`config.mk`:
```
export PLATFORM = sky130hd
export DESIGN_NAME = win_map_top
export DESIGN_NICKNAME = d
export VERILOG_FILES = /design/src/rtl/win_map_pkg.sv /design/src/rtl/win_base_reg.sv /design/src/rtl/win_decode.sv /design/src/rtl/win_map_top.sv
export SDC_FILE = /design/constraint.sdc
export NUM_CORES = 1
export LEC_CHECK = 0
export BUFFER_PORTS_ARGS = -buffer_cell sky130_fd_sc_hd__clkbuf_2
export CAP_MARGIN = 20
export CORE_MARGIN = 5
export CORE_UTILIZATION = 38
export CTS_BUF_LIST = sky130_fd_sc_hd__clkbuf_8 sky130_fd_sc_hd__clkbuf_16
export CTS_CLUSTER_DIAMETER = 60
export DETAILED_ROUTE_END_ITERATION = 12
export PLACE_DENSITY = 0.79
export SYNTH_ARGS = -nofsm -noshare
export SYNTH_HDL_FRONTEND = slang
export SYNTH_SLANG_ARGS = --single-unit
```
`constraint.sdc`:
```
create_clock -name clk -period 1.9 [get_ports clk]
set_input_delay 0.095 -clock clk [delete_from_list [all_inputs] [get_ports clk]]
set_output_delay 0.095 -clock clk [all_outputs]
set_load 0.05 [all_outputs]
```
`src/rtl/win_map_pkg.sv`:
```
package win_map_pkg;
   localparam int unsigned DEF_ADDR_W = 9;
   localparam int unsigned DEF_LANE_W = 3;
   localparam int unsigned DEF_NUM_RD = 2;

   function automatic int unsigned tag_width(input int unsigned addr_w, input int unsigned lane_w);
      return addr_w - lane_w;
   endfunction
endpackage

```
`src/rtl/win_base_reg.sv`:
```
module win_base_reg #(
   parameter int unsigned ADDR_W = 9,
   parameter int unsigned LANE_W = 3,
   localparam int unsigned TAG_W = ADDR_W - LANE_W
) (
   input  logic              clk,
   input  logic              rst_n,
   input  logic              load,
   input  logic [ADDR_W-1:0] base,
   output logic              win_on,
   output logic [TAG_W-1:0]  win_tag
);
   logic aligned;
   assign aligned = (base[LANE_W-1:0] == '0);

   always_ff @(posedge clk or negedge rst_n) begin
      if (!rst_n) begin
         win_on  <= 1'b0;
         win_tag <= '0;
      end else if (load) begin
         win_on  <= aligned;
         win_tag <= base[ADDR_W-1:LANE_W];
      end
   end
endmodule

```
`src/rtl/win_decode.sv`:
```
module win_decode #(
   parameter int unsigned ADDR_W = 9,
   parameter int unsigned LANE_W = 3,
   localparam int unsigned TAG_W = ADDR_W - LANE_W
) (
   input  logic              win_on,
   input  logic [TAG_W-1:0]  win_tag,
   input  logic [ADDR_W-1:0] addr,
   output logic              hit,
   output logic [LANE_W-1:0] lane
);
   always_comb begin
      hit  = win_on && (addr[ADDR_W-1:LANE_W] == win_tag);
      lane = hit ? addr[LANE_W-1:0] : '0;
   end
endmodule

```
`src/rtl/win_map_top.sv`:
```
module win_map_top
   import win_map_pkg::*;
#(
   parameter int unsigned ADDR_W = DEF_ADDR_W,
   parameter int unsigned LANE_W = DEF_LANE_W,
   parameter int unsigned NUM_RD = DEF_NUM_RD,
   localparam int unsigned TAG_W = tag_width(ADDR_W, LANE_W)
) (
   input  logic                     clk,
   input  logic                     rst_n,
   input  logic                     cfg_valid,
   input  logic [ADDR_W-1:0]        cfg_base,
   input  logic [NUM_RD*ADDR_W-1:0] rd_addr,
   output logic [NUM_RD-1:0]        rd_hit,
   output logic [NUM_RD*LANE_W-1:0] rd_lane,
   input  logic [ADDR_W-1:0]        wr_addr,
   input  logic                     wr_en,
   output logic                     wr_hit,
   output logic [LANE_W-1:0]        wr_lane,
   output logic                     wide_we,
   output logic                     ram_we
);
   initial begin
      if (LANE_W < 1 || ADDR_W <= LANE_W)
         $fatal(1, "win_map_top: ADDR_W must exceed LANE_W, LANE_W >= 1");
      if (NUM_RD < 1)
         $fatal(1, "win_map_top: NUM_RD must be at least 1");
   end

   logic             win_on;
   logic [TAG_W-1:0] win_tag;

   win_base_reg #(.ADDR_W(ADDR_W), .LANE_W(LANE_W)) u_base (
      .clk     (clk),
      .rst_n   (rst_n),
      .load    (cfg_valid),
      .base    (cfg_base),
      .win_on  (win_on),
      .win_tag (win_tag)
   );

   for (genvar k = 0; k < NUM_RD; k++) begin : g_rd
      win_decode #(.ADDR_W(ADDR_W), .LANE_W(LANE_W)) u_dec (
         .win_on  (win_on),
         .win_tag (win_tag),
         .addr    (rd_addr[k*ADDR_W +: ADDR_W]),
         .hit     (rd_hit[k]),
         .lane    (rd_lane[k*LANE_W +: LANE_W])
      );
   end

   win_decode #(.ADDR_W(ADDR_W), .LANE_W(LANE_W)) u_wdec (
      .win_on  (win_on),
      .win_tag (win_tag),
      .addr    (wr_addr),
      .hit     (wr_hit),
      .lane    (wr_lane)
   );

   always_comb begin
      wide_we = wr_en & wr_hit;
      ram_we  = wr_en & ~wr_hit;
   end
endmodule

```
Word-level counts from Yosys, hierarchy flattened --
Index checks and enable logic that the tools add are counted.
Word-level totals: logic and storage cells 15, output and inout port bits 14, input bits 40, register bits after elaboration 7
Operators by class: bitwise logic cells 3, equality and inequality tests 3, mux-type cells 3, reduce and logical (&&, ||, !) cells 4
Operators with widths (number):
- 6-bit == test | 3
- 3-bit two-way mux | 3
- 1-bit logical AND | 3
- 3-bit zero test | 1
- 1-bit bitwise AND | 2
- 1-bit inverter | 1

Longest topological paths before layout --
depth in word-level cells 4, mapped depth 4, mapped depth without buffers 3

Hierarchy --
From an unflattened synthesis, not the netlist that was laid out.
Second synthesis, totals: cells, all modules 66, area, all modules 635.6 um^2
By module, submodules not included:
- win_decode | cells an instance 16, area an instance 107.6 um^2, seq. area each 0.0 um^2, instances 3
- win_base_reg | cells an instance 16, area an instance 296.5 um^2, seq. area each 175.2 um^2, instances 1
- win_map_top | cells an instance 2, area an instance 16.3 um^2, seq. area each 0.0 um^2, instances 1

Worst setup path before layout --
No wires, ideal clock.
kind reg-to-output, from reg u_base.win_tag[3], to out wide_we, arrival time 1.843 ns, buffers on the path 0, slack -0.038 ns, data required time 1.805 ns, stages on the path, launching flop included 4, cells stage by stage dfrtp_1 > xnor2_1 > nand3_2 > nor3_1
Between the ends: word-level cells in the longest chain between the ends 3
RTL lines:
- start: declaration | RTL line win_base_reg.sv:11 | output logic [TAG_W-1:0] win_tag
- start signal: assignment | RTL line win_base_reg.sv:22 | win_tag <= base[ADDR_W-1:LANE_W];
- 6-bit == test | RTL line win_decode.sv:13 | hit = win_on && (addr[ADDR_W-1:LANE_W] == win_tag);
- 1-bit logical AND | RTL line win_decode.sv:13
- 1-bit bitwise AND | RTL line win_map_top.sv:61 | wide_we = wr_en & wr_hit;
- end: declaration | RTL line win_map_top.sv:20 | output logic wide_we,
No other way between the ends.

Worst setup path in the final report --
from reg u_base.win_tag[0], to out wr_lane[2]
Between the ends: word-level cells in the longest chain between the ends 3
RTL lines:
- 6-bit == test | RTL line win_decode.sv:13
- 1-bit logical AND | RTL line win_decode.sv:13
- 3-bit two-way mux | RTL line win_decode.sv:14 | lane = hit ? addr[LANE_W-1:0] : '0;
- end: declaration | RTL line win_map_top.sv:19 | output logic [LANE_W-1:0] wr_lane,
No other way between the ends.

==> qor.yml <==
critical_path:
  crit_required_ns: 1.80
  cp-start-kind: "register"
  startpoint: "u_base.win_tag[0]"
  r2r-start: "u_base.win_tag[3]"
  cp_max_fo: 6
  crit_arrival_ns: 1.57
  crit_type: "register to primary output"
  cp-end-kind: "primary output"
power_and_ir_drop:
  leakage_uw: 0.000477
  p_per_area_nw_per_um2: 588
  ir_drop_v: 0.000452
  power_uw: 540
clock_network:
  h-tree-depth: 1
  cts_tree: "built"
  clockBufferDepth: 2
  clock_latency_ns: 0.23
  path_clk_slew_ns: 0.04
  clkSinkCount: 7
  cts_buffers: 3
  root_buffer: "clkbuf_8"
drt:
  drtPass1Iterations: 1
  vias_per_cell: 4.77
  drc: 0
  drtAntennaViolNets: 0
  via_count: 654
  drt_iter0_markers: 0
  wirelength_mm: 1.72
  wl_per_cell_um: 12.6
synthesis:
  synth.avg_cell_area_um2: 8.91
  ys_seq_area_share_pct: 29.8
  synth_xor_area_share_pct: 26.8
  synth_compound_area_share_pct: 1.28
  synthTopCellsByArea: "dfrtp_1 30%, xnor2_1 27%, mux2_2 13%"
  synth_top_family_by_area: "XOR/XNOR gates"
  syn_nets: 106
  synth_seq_cells: 7
  synth_top_area_share_pct: 29.8
  synthMuxAreaShare_pct: 13.4
  synthesis.instances: 66
  yosys.area.top_type: "dfrtp_1"
  yosys.area_share.simple_pct: 18.9
  syn_area_um2: 588
  yosys.cell_types.count: 13
  synthAdderAreaFrac_pct: 0
  yosysWarnings: 0
timing:
  fin_crit_ns: 1.67
  final.setup.worst_slack_ns: 0.233
  max_slew.worst_pin.slew_ns: 0.291
  setup_viol: 0
  slew_viol_final: 0
  fin_crit_sh_pct: 87.7
  max_freq_mhz: 600
  relSlewSlack_pct: 80.7
  finalClockSkew_ns: 0
  hold_viol: 0
  rsz0062_at_grt: "no"
floorplanning:
  dieArea_um2: 2430
  io_pins: 54
  core_area_um2: 1490
  die-width_um: 49.3
  die_h_um: 49.3
  initial_core_util_pct: 39.5
  rows: 14
layout:
  layout_common_cells: "53 x clkbuf_2, 18 x xnor2_1, 11 x inv_1, 9 x nor3_1"
  n_antenna_cell: 0
  final_common_cell: "clkbuf_2"
  nets: 162
  final_layout_size_suffix_gt1_share_pct: 55.4
  area_growth_pct: 56.2
  fin_util_pct: 61.7
min_path:
  worstHoldStart: "cfg_base[7]"
  min_path_type: "primary input to register"
place:
  dp_slack_ns: 0.464
  portBuffers: 53
  routabilityCongestion: 0.704
  dp_hpwl_mm: 1.58
global_routing:
  grt_antenna_before_repair: 0
  grt_pass1_vias: 695
  grt_overflow: 0
  grt_max_degree: 8
  grt_pass1_wl_mm: 2.79
  grt_util_all_layers_pct: 15.1
flow_run:
  drv_cap: 0
run_status:
  status: "completed"
[metrics by stage]
stage	setup TNS (ns)	cell area, um2	std cells	hold WS (ns)
after floorplan	-0.245	598	66	-0.201
after global placement	0	863	132	-0.0621
after detailed placement	0	863	132	-0.0586
after CTS	0	918	137	0.0955
after global routing	0	918	137	0.0960
final	0	918	137	0.103
[registers in the layout (all words and copies together) (netlist names)]
register        count
u_base.win_tag      6
u_base.win_on       1
[cell type report]
class | instances | area, um2
well taps | 16 | 20.0
clock buffers | 3 | 41.3
flip-flops and latches | 7 | 175
multi-input cells | 46 | 365
inverters | 10 | 37.5
fillers | 147 | 571
clock inverters | 1 | 3.75
repair buffers | 54 | 275
[layer usage]
| metal | track usage [%] | up-vias | part of all wire (%) |
|---|---|---|---|
| met3 | 5.81 | 4 | 11 |
| met2 | 28.3 | 31 | 56 |
| met5 | 0 | - | 0 |
| met4 | 9.42 | 0 | 2.0 |
| met1 | 12.7 | 294 | 31 |
| li1 | - | 325 | - |
[path summary, 6_finish.rpt]
check                                         end  slack (ns)  cells past startpoint
min in group asynchronous           u_base.win_on        0.23                      2
worst min-delay path            u_base.win_tag[4]        0.10                      2
max in group asynchronous       u_base.win_tag[5]        1.50                      2
worst max register to register  u_base.win_tag[3]        1.06                      1
worst max-delay path                   wr_lane[2]        0.23                      4
worst min register to register      u_base.win_on        0.60                      1
[power by group]
part | switching, uW | internal [uW] | leakage [uW]
logic | 64.6 | 85.8 | 0.000367
registers | 22.9 | 164 | 0.0000836
clock network | 63.0 | 139 | 0.0000269
total | 151 | 389 | 0.000477
[Yosys cell counts]
library cell and number:
nor3_1 11, o21a_1 1, inv_1 10, buf_4 2
xnor2_1 18, nand3_1 2, nand3_2 1, mux2_2 7
nand4_2 1, buf_2 1, nand4_1 2, dfrtp_1 7
nor2_1 3
[repair_timing]
item	in CTS	in global routing
hold endpoints to repair	7	0
gates resized for setup	0	0
setup endpoints to repair	0	0
hold buffers	1	0
setup buffers	0	0
[cells by family (layout without fill, tap and decap cells)]
group | after synthesis | count (layout)
AO/OA/AOI/OAI | 1 | 1
XOR/XNOR | 18 | 18
buffers and inverters | 13 | 68
flip-flops | 7 | 7
multiplexers | 7 | 7
AND/OR/NAND/NOR | 20 | 20
[worst max-delay path, stage by stage (launching register included)]
cell and delay, ns:
dfrtp_1 0.43, xnor2_1 0.23, nand4_2 0.19, nor3_1 0.19
clkbuf_2 0.31
Power figures use the tool's default switching activity.
